**src/rtl/ptp_tod_pkg.sv**
```systemverilog
package ptp_tod_pkg;
  localparam int unsigned BUS_W  = 16;
  localparam int unsigned ADDR_W = 5;
  localparam int unsigned FIELD_W = 32;
  localparam int unsigned TOD_W  = 2 * FIELD_W;
  localparam int unsigned NUM_WORDS = TOD_W / BUS_W;
  localparam int unsigned PTR_W  = $clog2(NUM_WORDS);

  typedef struct packed {
    logic [FIELD_W-1:0] sec;
    logic [FIELD_W-1:0] ns;
  } tod_t;
endpackage

```
**src/rtl/ptp_tod_counter.sv**
```systemverilog
module ptp_tod_counter
  import ptp_tod_pkg::*;
#(
  parameter int unsigned NS_STEP = 8,
  parameter int unsigned NS_WRAP = 1000000000
) (
  input  logic clk,
  input  logic rst_n,
  input  logic enable,
  input  logic load,
  input  tod_t load_val,
  output tod_t tod
);
  localparam logic [FIELD_W:0] STEP_X  = (FIELD_W+1)'(NS_STEP);
  localparam logic [FIELD_W:0] LIMIT_X = (FIELD_W+1)'(NS_WRAP);

  tod_t             tod_q;
  logic [FIELD_W:0] ns_sum;
  logic             wrap;

  assign ns_sum = {1'b0, tod_q.ns} + STEP_X;
  assign wrap   = (ns_sum >= LIMIT_X);

  always_ff @(posedge clk) begin
    if (!rst_n) begin
      tod_q <= '0;
    end else if (load) begin
      tod_q <= load_val;
    end else if (enable) begin
      if (wrap) begin
        tod_q.ns  <= FIELD_W'(ns_sum - LIMIT_X);
        tod_q.sec <= tod_q.sec + 1'b1;
      end else begin
        tod_q.ns  <= FIELD_W'(ns_sum);
      end
    end
  end

  assign tod = tod_q;
endmodule

```
**src/rtl/ptp_tod_dataport.sv**
```systemverilog
module ptp_tod_dataport
  import ptp_tod_pkg::*;
(
  input  logic             clk,
  input  logic             rst_n,
  input  logic             wr_en,
  input  logic [BUS_W-1:0] wdata,
  input  logic             load,
  input  logic             cap,
  input  logic             rd_adv,
  input  tod_t             live,
  output tod_t             staged,
  output logic [BUS_W-1:0] rd_word
);
  logic [NUM_WORDS-1:0][BUS_W-1:0] stage_q;
  logic [NUM_WORDS-1:0][BUS_W-1:0] snap_q;
  logic [PTR_W-1:0]                wr_ptr_q;
  logic [PTR_W-1:0]                rd_ptr_q;

  for (genvar w = 0; w < NUM_WORDS; w++) begin : g_stage
    always_ff @(posedge clk) begin
      if (!rst_n) begin
        stage_q[w] <= '0;
      end else if (wr_en && (wr_ptr_q == PTR_W'(w))) begin
        stage_q[w] <= wdata;
      end
    end
  end

  always_ff @(posedge clk) begin
    if (!rst_n) begin
      wr_ptr_q <= '0;
    end else if (load) begin
      wr_ptr_q <= '0;
    end else if (wr_en) begin
      wr_ptr_q <= wr_ptr_q + 1'b1;
    end
  end

  always_ff @(posedge clk) begin
    if (!rst_n) begin
      snap_q   <= '0;
      rd_ptr_q <= '0;
    end else if (cap) begin
      snap_q   <= live;
      rd_ptr_q <= '0;
    end else if (rd_adv) begin
      rd_ptr_q <= rd_ptr_q + 1'b1;
    end
  end

  assign staged  = tod_t'(stage_q);
  assign rd_word = snap_q[rd_ptr_q];
endmodule

```
**src/rtl/ptp_tod_regbus.sv**
```systemverilog
module ptp_tod_regbus
  import ptp_tod_pkg::*;
#(
  parameter logic [ADDR_W-1:0] PAGE_ADDR = 5'h13,
  parameter logic [ADDR_W-1:0] CTRL_ADDR = 5'h14,
  parameter logic [ADDR_W-1:0] DATA_ADDR = 5'h15,
  parameter int unsigned       PAGE_W    = 3,
  parameter int unsigned       TIME_PAGE = 4,
  parameter int unsigned       EN_BIT    = 2,
  parameter int unsigned       LOAD_BIT  = 4,
  parameter int unsigned       CAP_BIT   = 5
) (
  input  logic              clk,
  input  logic              rst_n,
  input  logic              req_valid,
  output logic              req_ready,
  input  logic              req_write,
  input  logic [ADDR_W-1:0] req_addr,
  input  logic [BUS_W-1:0]  req_wdata,
  output logic              rsp_valid,
  input  logic              rsp_ready,
  output logic [BUS_W-1:0]  rsp_rdata,
  input  logic [BUS_W-1:0]  port_word,
  output logic              enable,
  output logic              load_pulse,
  output logic              cap_pulse,
  output logic              port_wr,
  output logic              port_rd
);
  logic [PAGE_W-1:0] page_q;
  logic              en_q;
  logic              rsp_valid_q;
  logic [BUS_W-1:0]  rsp_rdata_q;
  logic              accept, wr_acc, rd_acc;
  logic              on_time_page, hit_page, hit_ctrl, hit_data;
  logic [BUS_W-1:0]  rd_mux;

  assign req_ready    = !rsp_valid_q;
  assign accept       = req_valid && req_ready;
  assign wr_acc       = accept && req_write;
  assign rd_acc       = accept && !req_write;
  assign on_time_page = (page_q == PAGE_W'(TIME_PAGE));
  assign hit_page     = (req_addr == PAGE_ADDR);
  assign hit_ctrl     = on_time_page && (req_addr == CTRL_ADDR);
  assign hit_data     = on_time_page && (req_addr == DATA_ADDR);

  assign load_pulse = wr_acc && hit_ctrl && req_wdata[LOAD_BIT];
  assign cap_pulse  = wr_acc && hit_ctrl && req_wdata[CAP_BIT];
  assign port_wr    = wr_acc && hit_data;
  assign port_rd    = rd_acc && hit_data;

  always_comb begin
    rd_mux = '0;
    if (hit_page) begin
      rd_mux[PAGE_W-1:0] = page_q;
    end else if (hit_ctrl) begin
      rd_mux[EN_BIT] = en_q;
    end else if (hit_data) begin
      rd_mux = port_word;
    end
  end

  always_ff @(posedge clk) begin
    if (!rst_n) begin
      page_q <= '0;
      en_q   <= 1'b0;
    end else if (wr_acc) begin
      if (hit_page) page_q <= req_wdata[PAGE_W-1:0];
      if (hit_ctrl) en_q   <= req_wdata[EN_BIT];
    end
  end

  always_ff @(posedge clk) begin
    if (!rst_n) begin
      rsp_valid_q <= 1'b0;
      rsp_rdata_q <= '0;
    end else if (rd_acc) begin
      rsp_valid_q <= 1'b1;
      rsp_rdata_q <= rd_mux;
    end else if (rsp_valid_q && rsp_ready) begin
      rsp_valid_q <= 1'b0;
    end
  end

  assign rsp_valid = rsp_valid_q;
  assign rsp_rdata = rsp_rdata_q;
  assign enable    = en_q;
endmodule

```
**src/rtl/ptp_tod_clock.sv**
```systemverilog
module ptp_tod_clock
  import ptp_tod_pkg::*;
#(
  parameter int unsigned NS_STEP   = 8,
  parameter int unsigned NS_WRAP   = 1000000000,
  parameter int unsigned TIME_PAGE = 4
) (
  input  logic               clk,
  input  logic               rst_n,
  input  logic               req_valid,
  output logic               req_ready,
  input  logic               req_write,
  input  logic [ADDR_W-1:0]  req_addr,
  input  logic [BUS_W-1:0]   req_wdata,
  output logic               rsp_valid,
  input  logic               rsp_ready,
  output logic [BUS_W-1:0]   rsp_rdata,
  output logic [FIELD_W-1:0] tod_ns,
  output logic [FIELD_W-1:0] tod_sec,
  output logic               tod_enabled
);
  logic             enable, load_pulse, cap_pulse, port_wr, port_rd;
  logic [BUS_W-1:0] port_word;
  tod_t             live_tod, staged_tod;

  ptp_tod_regbus #(.TIME_PAGE(TIME_PAGE)) regbus_i (
    .clk(clk), .rst_n(rst_n),
    .req_valid(req_valid), .req_ready(req_ready), .req_write(req_write),
    .req_addr(req_addr), .req_wdata(req_wdata),
    .rsp_valid(rsp_valid), .rsp_ready(rsp_ready), .rsp_rdata(rsp_rdata),
    .port_word(port_word), .enable(enable), .load_pulse(load_pulse),
    .cap_pulse(cap_pulse), .port_wr(port_wr), .port_rd(port_rd)
  );

  ptp_tod_dataport dataport_i (
    .clk(clk), .rst_n(rst_n), .wr_en(port_wr), .wdata(req_wdata),
    .load(load_pulse), .cap(cap_pulse), .rd_adv(port_rd),
    .live(live_tod), .staged(staged_tod), .rd_word(port_word)
  );

  ptp_tod_counter #(.NS_STEP(NS_STEP), .NS_WRAP(NS_WRAP)) counter_i (
    .clk(clk), .rst_n(rst_n), .enable(enable), .load(load_pulse),
    .load_val(staged_tod), .tod(live_tod)
  );

  assign tod_ns      = live_tod.ns;
  assign tod_sec     = live_tod.sec;
  assign tod_enabled = enable;
endmodule

```
**config.mk**
```make
export PLATFORM = sky130hd
export DESIGN_NAME = ptp_tod_clock
export DESIGN_NICKNAME = d
export VERILOG_FILES = /design/src/rtl/ptp_tod_pkg.sv /design/src/rtl/ptp_tod_counter.sv /design/src/rtl/ptp_tod_dataport.sv /design/src/rtl/ptp_tod_regbus.sv /design/src/rtl/ptp_tod_clock.sv
export SDC_FILE = /design/constraint.sdc
export NUM_CORES = 1
export LEC_CHECK = 0
export ABC_AREA = 1
export BUFFER_PORTS_ARGS = -buffer_cell sky130_fd_sc_hd__buf_2
export CORE_MARGIN = 4
export CORE_UTILIZATION = 54
export CTS_CLUSTER_DIAMETER = 120
export CTS_CLUSTER_SIZE = 10
export DETAILED_ROUTE_END_ITERATION = 16
export PLACE_DENSITY_LB_ADDON = 0.08
export SLEW_MARGIN = 5
export SYNTH_ARGS = -nofsm -noshare
export SYNTH_HDL_FRONTEND = slang
export SYNTH_SLANG_ARGS = --single-unit
```
**constraint.sdc**
```tcl
create_clock -name clk -period 2.8 [get_ports clk]
set_input_delay 0.28 -clock clk [delete_from_list [all_inputs] [get_ports clk]]
set_output_delay 0.28 -clock clk [all_outputs]
set_load 0.03 [all_outputs]
```
==> summary by stage <==
STA
The clock arrives with about 0.029 ns of skew. Measured against its own limit, the worst slew margin works out to 29.06%. The number of pins with negative max-slew slack in the final report is 0. The fmax is approximately 370 MHz.

The final-report hold violation count was 0. The final critical-path setup slack is 0.1013 ns. Setup violations remaining at the end of the flow were counted as 0. The shortest clock period the worst path allows after layout is 2.699 ns. The slew at the pin closest to its max-slew limit is 1.063 ns. The share of the clock period used by the worst path after layout is 96.38%.

Final layout
Across the whole layout, storage elements account for roughly 4400 sq um. The filler cells instantiated in the layout total 2007. Leaving out fill and tap cells, the most frequent cells in the layout are nand2_1, nor2_1, inv_1. The most frequent standard cell in the layout excluding fill and tap cells is nand2_1. The layout cell share with drive strength beyond 1 is 18.95%. Compared with the post-synthesis result, the final layout area differs by 19.26%. The count of cells in the finished layout, fillers not included, comes to between 2000 and 2500.

The multi-input gate area in the final layout is between 6000 and 7000 sq um. The net total in the final layout is between 1500 and 2000. The number of antenna cells inserted is 0.

The area of all placed cells without fillers is ~14000 sq um.

Pwr
The sum of internal, switching and leakage power is 6.039 mW. The leakage power total is 5.574 nW. VDD sags by at most between 0.3 and 0.4 mV. Power spread over the standard cell area amounts to 441.8 nW/um^2.

Global route
The initial antenna violation count is 1. The sum of overflow across all layers after global routing is 0. The total track usage is 32.28%. The global-route wire length before repair is 61340 um.

The number of global-route vias before repair is approximately 11000. Entering global routing, the biggest net connects 93 pins.

Min path
For hold timing, the worst endpoint is regbus_i.rsp_valid. In this run the most critical hold path is launched from rsp_ready. The class of the most critical hold timing path is in -> reg. The instance count along the most critical hold path is 3.

CTS
The insertion delay to the later sink of the worst-skew pair is 0.53 ns. The TritonCTS clock tree is built. The number of hold buffers added after CTS was 0. Clock-pin slew was measured on the worst setup and hold paths at 0.06 ns. In this run the number of H-tree levels came out at 1.

In this run the deepest clock path goes through 3 buffers. In this run, CTS created clock tree buffers numbering 25. The clock net sink count is 217.

The clock root buffer is clkbuf_16.

Critical path
The number of cells on the worst reg-to-reg path is 18. The slowest stage of the critical path is the dfxtp_2 cell. Walking the worst path, the cells encountered are nand2_1, nor2_1, nand2_1, nor2_1, nand2_1, nand2_1, nand2_2, inv_2, nor2_1, nand2_1, nand2_1, nor2_4, nand3_4, buf_12, buf_12, buf_12, a31oi_1, a21oi_1. Of all nets on the critical path, the largest fanout is 9. Counting both buffers and inverters, the worst setup path holds a total of 4. The largest incremental delay on the critical path is ~0.38 ns. The source of the worst register-to-register timing path is counter_i.tod[15].

At the worst endpoint, the arrival time is 3.08 ns. The cell seen most often among critical-path stages is nand2_1. STA puts the critical path data required time at between 3 and 4 ns. The category of the worst setup path capture point is a flop. The type of the worst setup path is reg -> reg. The destination of the worst register-to-register timing path is counter_i.tod[47]. The critical path depth is 18. The worst setup path is launched from a flop.

The reg2reg setup slack is slightly above 0.1 ns. In this design, the largest share of critical-path delay is due to simple AND/OR/NAND/NOR gates.

Drt
The overall via count from detail_route is 12000. In the routed layout, each cell is associated on average with a via count of roughly 5.7. The number of routed nets with antenna violations is 0. The first detailed-routing pass ran for 5 iterations. In this run, the number of DRC markers left after iteration 0 of detailed routing was 1065. The number of DRC violations after detailed routing is 0. The routed design has approximately 40000 um of wire. After detailed routing, the average wire length per cell comes to 18.80 um.

Run
Max-cap violations in this run came to 0.

Synth
By area the synthesized netlist is led by dfxtp_1, nand2_1, nor2_1. The cell accounting for the most synthesized area is dfxtp_1. The sequential area share after synthesis is 37.90%. The mean area per synthesized cell is around 6.7 sq um. Counting distinct cell types in the post-synthesis netlist gives 37. During synthesis, Yosys emitted a total of 0 warnings.

The post-synthesis cell area is 11460 sq um. Synthesis produced a netlist with a net count of ~1700. After synthesis the netlist holds a flip-flop and latch count of between 200 and 250. Of the post-synthesis cell area, the dominant cell type holds 37.90%. The cell count after synthesis came out at 1710.

Place
In this run, placement finished with an instance count of 2071. At the placement stage, the worst setup path has a slack of -0.01178 ns. The congestion estimate from routability-driven global placement came to 1.032. The HPWL after detailed placement is 28480 um.

After detailed placement, the total cell area comes to 12570 sq um. During placement, the flow inserted port buffers numbering about 110.

Floorplan
The die is roughly 150 um wide. The area enclosed by the die boundary is 23620 sq um. The standard-cell row count is 53.

The core box area is 20960 sq um. 109 I/O pins were placed. The initial core utilization is a little over half. The floorplan die height is 153.7 um.

Run status
The flow ran to the end, and the final reports show no timing, DRC or antenna violations.
cell usage after synthesis:
cell type,count
a211oi_1,65
ha_1,7
nor4_1,5
nand3b_1,1
nand3_4,2
xnor2_1,10
nor2_4,7
clkinv_1,4
and2_1,3
nand2_4,5
xor2_1,21
inv_2,7
dfxtp_1,217
buf_4,3
nand2_1,306
o21a_1,2
a32o_1,1
nand3_2,11
a21oi_2,10
nand4_1,20
buf_6,5
nor3_1,20
buf_8,1
a21oi_1,140
o22ai_1,31
nor2_2,6
nand2_2,13
o21ai_0,138
nor2_1,249
a31oi_1,20
buf_2,3
buf_1,7
clkbuf_1,69
nand3_1,85
inv_1,210
o21ai_1,5
o211ai_1,1
what timing repair did:
| action | in CTS | in global routing |
|---|---|---|
| resized for setup | 2 | 79 |
| endpoints found under the setup margin | 28 | 55 |
| buffers inserted | 1 | 13 |
| pin swaps | 1 | 21 |
| cloned | 0 | 3 |
registers in the layout (all words and copies together) (netlist names):
register / cells
counter_i.tod: 64
regbus_i.rsp_valid: 1
regbus_i.rsp_rdata: 16
regbus_i.page_q: 3
regbus_i.enable: 1
dataport_i.wr_ptr_q: 2
dataport_i.staged: 64
dataport_i.snap_q: 64
dataport_i.rd_ptr_q: 2
logic make-up (layout without fill, tap and decap cells):
| group | count (synthesis) | after routing | synth area share, % |
|---|---|---|---|
| AND/OR/NAND/NOR | 733 | 733 | 27.84 |
| XOR/XNOR | 31 | 31 | 2.369 |
| flip-flops | 217 | 217 | 37.90 |
| adder cells (fa/ha/maj) | 7 | 7 | 0.7642 |
| buffers and inverters | 309 | 441 | 10.68 |
| AO/OA/AOI/OAI | 413 | 413 | 20.45 |
layout make-up:
cell class / instances / area share [%]
Inverter: 221 / 6.088
Sequential cell: 217 / 31.99
Clock buffer: 27 / 4.632
Clock inverter: 2 / 0.1007
Multi-Input combinational cell: 1184 / 44.80
Timing Repair Buffer: 191 / 9.868
Tap cell: 275 / 2.517
layer usage:
layer  part of all wire [%]  vias to the layer above  wire length, um  track usage [%]
li1                       -                     5843                -                -
met1                     40                     5529            16030            42.05
met2                     46                      519            18500            52.81
met3                    8.1                      108             3208            5.179
met4                    5.1                        2             2049            14.72
met5                  0.033                        -               13                0
report_power, final:
group / switching (mW) / internal (mW) / total [mW]
logic: 0.124 / 0.0301 / 0.154
registers: 0.00100 / 3.09 / 3.09
clock network: 1.22 / 1.58 / 2.80
worst max-delay path by stage:
| stage | slack, ns | to | start |
|---|---|---|---|
| floorplan | 0.04 | counter_i.tod[57] | counter_i.tod[5] |
| global placement | 0.04 | counter_i.tod[9] | counter_i.tod[15] |
| detailed placement | -0.01 | counter_i.tod[48] | counter_i.tod[13] |
| CTS | -0.002 | counter_i.tod[40] | counter_i.tod[3] |
| global route | -0.07 | counter_i.tod[47] | counter_i.tod[3] |
| finish | 0.10 | counter_i.tod[47] | counter_i.tod[15] |
worst register-to-register path: stages, from the launching register on:
cell,delay (ns)
dfxtp_2,0.38
nand2_1,0.13
nor2_1,0.17
nand2_1,0.18
nor2_1,0.19
nand2_1,0.08
nand2_1,0.07
nand2_2,0.09
inv_2,0.10
nor2_1,0.06
nand2_1,0.08
nand2_1,0.11
nor2_4,0.14
nand3_4,0.10
buf_12,0.16
buf_12,0.14
buf_12,0.13
a31oi_1,0.16
a21oi_1,0.09
through the flow:
step | setup TNS, ns | hold WS [ns] | utilization, %
global placement | 0 | 0.4428 | 59.97
finish | 0 | 0.08446 | 65.23
floorplan | 0 | 0.4149 | -
global route | -0.3801 | 0.08104 | 65.23
detailed placement | -0.01178 | 0.4471 | 59.97
CTS | -0.002862 | 0.07319 | 63.18
No activity file was read; power rests on OpenSTA's default activity.
